==> src/rtl/sweep_pkg.sv <==
package sweep_pkg;
  localparam int SWP_CNT_W_DEF    = 16;
  localparam int SWP_MAX_LOG2_DEF = 3;

  typedef enum logic [1:0] {
    EV_NONE = 2'd0,
    EV_SYNC = 2'd1,
    EV_SUB  = 2'd2
  } sweep_evt_e;
endpackage

==> src/rtl/swp_edge_detect.sv <==
module swp_edge_detect (
  input  logic clk,
  input  logic rst_n,
  input  logic level_in,
  output logic rise
);
  logic level_q;

  always_ff @(posedge clk) begin
    if (!rst_n) level_q <= 1'b0;
    else        level_q <= level_in;
  end

  assign rise = level_in & ~level_q;
endmodule

==> src/rtl/swp_period_meter.sv <==
module swp_period_meter #(
  parameter int CNT_W    = 16,
  parameter int MAX_LOG2 = 3,
  parameter int DIV_W    = 2,
  parameter int IDX_W    = 3
) (
  input  logic             clk,
  input  logic             rst_n,
  input  logic             rise,
  input  logic [DIV_W-1:0] div_code,
  output logic             valid,
  output logic             arm,
  output logic [CNT_W-1:0] sub_len,
  output logic [IDX_W-1:0] last_idx
);
  localparam logic [IDX_W-1:0] ALL_ONES = '1;
  localparam int CODE_MAX = (1 << DIV_W) - 1;

  logic [CNT_W-1:0] per_cnt;
  logic [CNT_W-1:0] period_new;
  logic [DIV_W-1:0] dsel;
  logic             have_first;

  generate
    if (CODE_MAX > MAX_LOG2) begin : g_clamp
      always_comb dsel = (div_code > DIV_W'(MAX_LOG2)) ? DIV_W'(MAX_LOG2) : div_code;
    end else begin : g_direct
      always_comb dsel = div_code;
    end
  endgenerate

  always_comb begin
    period_new = (per_cnt == '1) ? per_cnt : per_cnt + CNT_W'(1);
  end

  assign arm = valid | have_first;

  always_ff @(posedge clk) begin
    if (!rst_n) begin
      per_cnt    <= '0;
      have_first <= 1'b0;
      valid      <= 1'b0;
      sub_len    <= '0;
      last_idx   <= '0;
    end else if (rise) begin
      per_cnt    <= '0;
      have_first <= 1'b1;
      valid      <= arm;
      sub_len    <= period_new >> dsel;
      last_idx   <= ALL_ONES >> (DIV_W'(MAX_LOG2) - dsel);
    end else if (per_cnt != '1) begin
      per_cnt <= per_cnt + CNT_W'(1);
    end
  end
endmodule

==> src/rtl/swp_sub_sweep.sv <==
module swp_sub_sweep
  import sweep_pkg::*;
#(
  parameter int CNT_W = 16,
  parameter int IDX_W = 3
) (
  input  logic             clk,
  input  logic             rst_n,
  input  logic             rise,
  input  logic             valid,
  input  logic             arm,
  input  logic [CNT_W-1:0] sub_len,
  input  logic [IDX_W-1:0] last_idx,
  output logic [CNT_W-1:0] count,
  output logic [IDX_W-1:0] index,
  output logic             strobe
);
  sweep_evt_e ev;

  always_comb begin
    if (rise)
      ev = EV_SYNC;
    else if (valid && (sub_len != '0) && (index != last_idx) &&
             (count == sub_len - CNT_W'(1)))
      ev = EV_SUB;
    else
      ev = EV_NONE;
  end

  always_ff @(posedge clk) begin
    if (!rst_n) begin
      count  <= '0;
      index  <= '0;
      strobe <= 1'b0;
    end else begin
      case (ev)
        EV_SYNC: begin
          count  <= '0;
          index  <= '0;
          strobe <= arm;
        end
        EV_SUB: begin
          count  <= '0;
          index  <= index + IDX_W'(1);
          strobe <= 1'b1;
        end
        default: begin
          if (count != '1) count <= count + CNT_W'(1);
          strobe <= 1'b0;
        end
      endcase
    end
  end
endmodule

==> src/rtl/sync_sweep_gen.sv <==
module sync_sweep_gen
  import sweep_pkg::*;
#(
  parameter int CNT_W    = SWP_CNT_W_DEF,
  parameter int MAX_LOG2 = SWP_MAX_LOG2_DEF,
  localparam int DIV_W   = (MAX_LOG2 < 1) ? 1 : $clog2(MAX_LOG2 + 1),
  localparam int IDX_W   = (MAX_LOG2 < 1) ? 1 : MAX_LOG2
) (
  input  logic             clk,
  input  logic             rst_n,
  input  logic             sync_in,
  input  logic [DIV_W-1:0] div_log2,
  output logic [CNT_W-1:0] sweep_count,
  output logic             sub_strobe,
  output logic [IDX_W-1:0] sub_index,
  output logic             sweep_valid
);
  logic             rise;
  logic             arm;
  logic [CNT_W-1:0] sub_len;
  logic [IDX_W-1:0] last_idx;

  swp_edge_detect edge_i (
    .clk      (clk),
    .rst_n    (rst_n),
    .level_in (sync_in),
    .rise     (rise)
  );

  swp_period_meter #(
    .CNT_W    (CNT_W),
    .MAX_LOG2 (MAX_LOG2),
    .DIV_W    (DIV_W),
    .IDX_W    (IDX_W)
  ) meter_i (
    .clk      (clk),
    .rst_n    (rst_n),
    .rise     (rise),
    .div_code (div_log2),
    .valid    (sweep_valid),
    .arm      (arm),
    .sub_len  (sub_len),
    .last_idx (last_idx)
  );

  swp_sub_sweep #(
    .CNT_W (CNT_W),
    .IDX_W (IDX_W)
  ) sweep_i (
    .clk      (clk),
    .rst_n    (rst_n),
    .rise     (rise),
    .valid    (sweep_valid),
    .arm      (arm),
    .sub_len  (sub_len),
    .last_idx (last_idx),
    .count    (sweep_count),
    .index    (sub_index),
    .strobe   (sub_strobe)
  );
endmodule

==> config.mk <==
export PLATFORM = sky130hd
export DESIGN_NAME = sync_sweep_gen
export DESIGN_NICKNAME = d
export VERILOG_FILES = /design/src/rtl/sweep_pkg.sv /design/src/rtl/swp_edge_detect.sv /design/src/rtl/swp_period_meter.sv /design/src/rtl/swp_sub_sweep.sv /design/src/rtl/sync_sweep_gen.sv
export SDC_FILE = /design/constraint.sdc
export NUM_CORES = 1
export LEC_CHECK = 0
export CAP_MARGIN = 20
export CORE_ASPECT_RATIO = 1.75
export CORE_MARGIN = 3
export CORE_UTILIZATION = 59
export DETAILED_ROUTE_END_ITERATION = 8
export GPL_TIMING_DRIVEN = 0
export PLACE_DENSITY = 0.8
export SLEW_MARGIN = 0
export SYNTH_ARGS = -nofsm -noshare
export SYNTH_HDL_FRONTEND = slang
export SYNTH_SLANG_ARGS = --single-unit
==> constraint.sdc <==
create_clock -name clk -period 3.2 [get_ports clk]
set_input_delay 0.96 -clock clk [delete_from_list [all_inputs] [get_ports clk]]
set_output_delay 0.96 -clock clk [all_outputs]
set_load 0.01 [all_outputs]
==> results.cfg, run 1 <==
[clocking]
clk_path_buf_depth = 2
htree_levels = 3
numCtsBuffers = 9
insertion_delay_ns = 0.35
cts_hold_buf = 0
cts-root-buf = clkbuf_8
cts-resized-gates = 0
cts_tree = done
numClockSinks = 58
clk_pin_slew_ns = 0.07
postCtsSetupBuffers = 0

[critical_path]
start_kind = register
slowest_stage = nor4_4
reg2regPathDepth = 9
crit_fanout = 10
required_ns = 3.40
cp-end-kind = register
path_cells = inv_1 > ha_1 > nor4b_1 > nand2_1 > a2111o_1 > and3_1 > nor4_4 > buf_6 > nor3_1
arrival_ns = 3.08
cp_slowest_stage_delay_ns = 0.47
crit_type = register to register

[floorplanning]
die_h_um = 110.7
num_rows = 37
die_area_um2 = 7288
ios = 26
core_um2 = 5972
dieWidth_um = 65.83
initial_utilization_pct = 61.89

[power_and_ir_drop]
p_leak_nw = 1.535
peakVddDrop_v = 0.0002688
powerDensity_nw_per_um2 = 418.4

[routing]
via_per_inst = 6.269
dr.pass1.iters = 4
route.vias.total = 3592
wirelength_um = 10180
drt_iter0_markers = 230
avgRoutedWirePerCell_um = 17.77
ant_nets = 0
drc_errors = 0

[place]
place_inst = 557
dp_hpwl_um = 7853
io_buffers = 22
place_congestion = 0.8442

[layout]
area_growth_pct = 14.79
diodes = 0
finalNonFillerCells = 573
nets = 499
drive_gt1_share_pct = 7.879

[run_status]
outcome = finished, final reports clean

[logic_synthesis]
synth-seq-cells = 58
yosysTopAreaCell = dfxtp_1
avgSynthCellArea_um2 = 8.088
yosysMostFrequentCell = dfxtp_1
async_flop_share_pct = 0
synthTopCellsByArea = dfxtp_1 (31%), xor2_1 (5.2%), nand2_1 (4.9%)
yosysWarnings = 0
synthCells = 457
synth_top_area_share_pct = 31.42
syn-num-nets = 466
synthTopCellsByCount = dfxtp_1 (58), nand2_1 (48), nor2_1 (36), clkbuf_1 (24), o21ai_0 (23)
synthesis.area_um2 = 3696
synth_flop_cell = dfxtp_1
synth_edf_count = 0
ys_seq_area_share_pct = 31.42
synth.distinct_cells = 64

[grt]
grt_pass1_wl_um = 16910
grt-ovfl-total = 0
antenna_found_initial = 0
grt_pass1_vias = 3598
grt_use_total_pct = 29.80
grt_max_degree = 11

[min_path]
hold_path_class = register to register
hold_path_depth = 2

[sta]
slew_headroom_pct = 49.49
skew_ns = 0.009741
finalCritPeriodShare_pct = 90.12
hold_viol = 0
finalMaxSlewViolations = 0
fmax_ghz = 0.3468
layout_min_cycle_time_ns = 2.884
rsz0062_at_grt = false
finalSetupTns_ns = 0
tightestPinTransition_ns = 0.7507
setup_viol = 0

[flow_run]
max_cap_viol_count = 0
final timing paths:
check                   endpoint  slack, ns           startpoint
max            sweep_i.count[10]       0.32   meter_i.sub_len[0]
min          meter_i.last_idx[1]       0.49  meter_i.last_idx[1]
max reg2reg    sweep_i.count[10]       0.32   meter_i.sub_len[0]
min reg2reg  meter_i.last_idx[1]       0.49  meter_i.last_idx[1]
per-layer routing:
layer	up-vias	share of wire, %	global-route usage, %
li1	1729	-	-
met1	1710	35	29.02
met2	110	56	54.22
met3	43	3.6	3.854
met4	0	5.6	21.75
met5	-	0	0
logic make-up (layout without fill, tap and decap cells):
group | after synthesis | after routing | share of synthesized area, %
AOI/OAI and AO/OA | 96 | 96 | 17.87
xor gates and xnor gates | 41 | 41 | 9.716
adders and majority gates | 4 | 4 | 1.354
buffers and inverters | 37 | 75 | 4.266
DFF | 58 | 58 | 31.41
muxes | 18 | 18 | 5.010
and+or+nand+nor | 203 | 203 | 30.37
area by class of cell:
class / instances / area (um^2)
clock buffer: 12 / 155.1
multi-input combinational: 362 / 2377
buffer: 27 / 120.1
inverter: 10 / 37.54
timing repair buffer: 22 / 220.2
fill: 497 / 1729
clock inverter: 4 / 73.82
tap: 78 / 97.59
sequential: 58 / 1161
through the flow:
stage / power [mW] / util [%] / hold WS, ns / cell area (um^2) / setup slack, ns
after floorplan: 0.9365 / - / 0.4551 / 3696 / 0.8059
after global placement: 0.9893 / 67.21 / 0.4692 / 4014 / 0.3738
after detailed placement: 0.9966 / 67.21 / 0.4762 / 4014 / 0.3283
after CTS: 1.777 / 71.05 / 0.4860 / 4243 / 0.3175
after global routing: 1.837 / 71.05 / 0.5163 / 4243 / 0.1104
final: 1.775 / 71.05 / 0.4872 / 4243 / 0.3162
state kept, by name, summed over array words and instances (netlist names):
name	count
sweep_i.count	16
sweep_i.index	3
sweep_i.strobe	1
meter_i.last_idx	3
meter_i.per_cnt	16
edge_i.level_q	1
meter_i.valid	1
meter_i.sub_len	16
meter_i.have_first	1
power by group:
group,leakage [nW],switching (mW),internal [mW],total (mW)
clock,0.117,0.309,0.481,0.791
combinational,0.947,0.148,0.0841,0.232
sequential,0.471,0.0154,0.737,0.753
total,1.53,0.472,1.30,1.78
worst max-delay path: cells and delay by family, from the launching register on:
kind / cells / cell delay, ns
buf+inv: 2 / 0.31
flops: 1 / 0.37
fa+ha+maj: 1 / 0.34
simple gates: 5 / 1.36
compound gates: 1 / 0.35
placed cells by master, fill, tap and decap left out, types with 5 or more instances in the layout:
cell type / instances
dfxtp_1: 58
nand2_1: 48
nor2_1: 36
clkbuf_1: 25
o21ai_0: 23
xor2_1: 22
clkdlybuf4s50_1: 22
nand3_1: 20
xnor2_1: 19
nor3_1: 19
and2_1: 16
mux2i_1: 14
a21oi_1: 13
clkbuf_8: 11
nand4_1: 10
a31oi_1: 9
a211oi_1: 9
inv_1: 8
nor4_1: 8
and3_1: 8
nand2b_1: 6
o31ai_1: 5
No activity file was read; power rests on OpenSTA's default activity.
==> run 2, diff against run 1 <==
--- a/config.mk
+++ b/config.mk
@@ -7,12 +7,13 @@
 export LEC_CHECK = 0
 export CAP_MARGIN = 20
 export CORE_ASPECT_RATIO = 1.75
-export CORE_MARGIN = 3
 export CORE_UTILIZATION = 59
 export DETAILED_ROUTE_END_ITERATION = 8
 export GPL_TIMING_DRIVEN = 0
 export PLACE_DENSITY = 0.8
+export SKIP_CTS_REPAIR_TIMING = 1
 export SLEW_MARGIN = 0
 export SYNTH_ARGS = -nofsm -noshare
 export SYNTH_HDL_FRONTEND = slang
+export SYNTH_HIERARCHICAL = 1
 export SYNTH_SLANG_ARGS = --single-unit
==> results.cfg, run 2 <==
[sta]
finalSetupTns_ns = 0
rsz0062_at_grt = false
layout_min_cycle_time_ns = 2.913
setup_ws_ns = 0.2868
setup_viol = 0
fmax_ghz = 0.3433
tightestPinTransition_ns = 0.7908
finalCritPeriodShare_pct = 91.04
slew_headroom_pct = 47.08
finalMaxSlewViolations = 0
hold_viol = 0
skew_ns = 0.008328

[logic_synthesis]
synthTopCellsByCount = dfxtp_1 (58), nor2_1 (44), nand2_1 (40), o21ai_0 (22), xor2_1 (21)
synthTopCellsByArea = dfxtp_1 (32%), xor2_1 (5.1%), nor2_1 (4.6%)
yosysMostFrequentCell = dfxtp_1
synth_top_area_share_pct = 32.33
synth-seq-cells = 58
synth_flop_cell = dfxtp_1
synthesis.area_um2 = 3591
synthCells = 438
async_flop_share_pct = 0
synth.distinct_cells = 78
yosysTopAreaCell = dfxtp_1
avgSynthCellArea_um2 = 8.199
syn-num-nets = 447
yosysWarnings = 6
ys_seq_area_share_pct = 32.33
synth_edf_count = 0

[place]
dp_hpwl_um = 7353
place_congestion = 0.8769
place_ws_ns = 0.009446
place_inst = 539
io_buffers = 23

[routing]
drc_errors = 0
drt_iter0_markers = 151
routed-wl-met2_um = 5283
avgRoutedWirePerCell_um = 17.46
ant_nets = 0
via_per_inst = 6.318
route.vias.total = 3500
dr.pass1.iters = 5
wirelength_um = 9675
drt-met1-wl_um = 3460
top_layer = met4
wl_met3_um = 328

[floorplanning]
ios = 26
die_h_um = 105.2
dieWidth_um = 60.98
die_area_um2 = 6415
num_rows = 37
initial_utilization_pct = 61.08
core_um2 = 5879

[critical_path]
ff2ff_setup_slack_ns = 0.29
r2r_end = sweep_i/count[2]
required_ns = 3.43
start_kind = register
arrival_ns = 3.14
reg2regPathDepth = 10
rr_startpoint = meter_i/sub_len[0]
cp-end-kind = register
endpoint = sweep_i/count[2]
crit_fanout = 10
crit_path_start = meter_i/sub_len[0]
crit_type = register to register

[power_and_ir_drop]
p_total_mw = 1.689
p_leak_nw = 1.468
powerDensity_nw_per_um2 = 409.7
peakVddDrop_v = 0.0003261

[clocking]
htree_levels = 3
numCtsBuffers = 9
clk_path_buf_depth = 2
cts_tree = done
cts-root-buf = clkbuf_8
clk_pin_slew_ns = 0.07
numClockSinks = 58
insertion_delay_ns = 0.34

[layout]
final_cell_mix = dfxtp_1 (58), nor2_1 (44), nand2_1 (40)
drive_gt1_share_pct = 9.874
multi_input_area_um2 = 2258
nets = 481
final_common_cell = dfxtp_1
diodes = 0
finalNonFillerCells = 554
utilization_pct = 70.12
register_area_um2 = 1161
largestRegisters = meter_i/per_cnt: 16 flops, meter_i/sub_len: 16 flops, sweep_i/count: 16 flops
fillers = 513
area_growth_pct = 14.81

[flow_run]
max_cap_viol_count = 0

[grt]
grt_use_total_pct = 33.36
grt_max_degree = 11
grt_pass1_vias = 3454
grt-ovfl-total = 0
antenna_found_initial = 0
grt_pass1_wl_um = 15870

[min_path]
hold_path_class = register to register

[run_status]
outcome = finished, final reports clean
-- run 2: cell types whose count changed in the layout (fill, tap and decap cells not counted), moves of 5 or more --
cell      previous run  this run
clkbuf_1            25        16
nand2_1             48        40
nor2_1              36        44
nor3_1              19        11
inv_1                8        15
and3_1               8         2
o22ai_1              2         7
-- run 2: cell families after synthesis --
kind of cell               synth area share, %
and+or+nand+nor                          29.34
adders and majority gates                1.394
AOI/OAI and AO/OA                        19.51
muxes                                    3.415
buffers and inverters                    4.773
DFF                                      32.33
xor gates and xnor gates                 9.234
-- run 2: area by class of cell --
cell class / instances / share of cell area (%)
multi-input combinational: 341 / 54.78
sequential: 58 / 28.16
timing repair buffer: 23 / 5.584
clock buffer: 13 / 4.097
buffer: 23 / 2.701
tap: 78 / 2.367
inverter: 16 / 1.457
clock inverter: 2 / 0.8498
-- run 2: power breakdown --
part | total [mW] | switching [mW] | leakage, nW | internal, mW
logic | 0.214 | 0.131 | 0.892 | 0.0825
clock network | 0.711 | 0.293 | 0.106 | 0.418
registers | 0.764 | 0.0245 | 0.471 | 0.740
total | 1.69 | 0.449 | 1.47 | 1.24
-- run 2: worst min-delay path by stage --
stage / cells after the start / slack, ns / end / start
floorplan: 2 / 0.44 / meter_i/sub_len[3] / meter_i/sub_len[3]
global placement: 2 / 0.45 / meter_i/sub_len[3] / meter_i/sub_len[3]
detailed placement: 2 / 0.46 / meter_i/sub_len[3] / meter_i/sub_len[3]
CTS: 2 / 0.47 / meter_i/sub_len[3] / meter_i/sub_len[3]
global route: 2 / 0.49 / meter_i/last_idx[1] / meter_i/last_idx[1]
finish: 2 / 0.47 / meter_i/sub_len[3] / meter_i/sub_len[3]
-- run 2: critical path, stage by stage (launching register included) --
cell and delay, ns:
dfxtp_1 0.36, inv_1 0.07, ha_1 0.18, nand2b_1 0.16
nor4b_1 0.31, a31oi_1 0.10, a2111oi_1 0.55, nand4_2 0.33
o21bai_2 0.35, buf_2 0.30, nor2_1 0.08
-- run 2: routing by layer --
| layer | track usage (%) | up-vias |
|---|---|---|
| li1 | - | 1684 |
| met4 | 24.51 | 0 |
| met2 | 59.11 | 116 |
| met1 | 31.04 | 1658 |
| met5 | 0 | - |
| met3 | 7.550 | 42 |
-- run 2: stage by stage --
stage               instance area, um^2  hold slack (ns)
finish                             4123           0.4703
global placement                   3919           0.4522
detailed placement                 3919           0.4623
floorplan                          3591           0.4397
global route                       4123           0.4936
CTS                                4123           0.4711
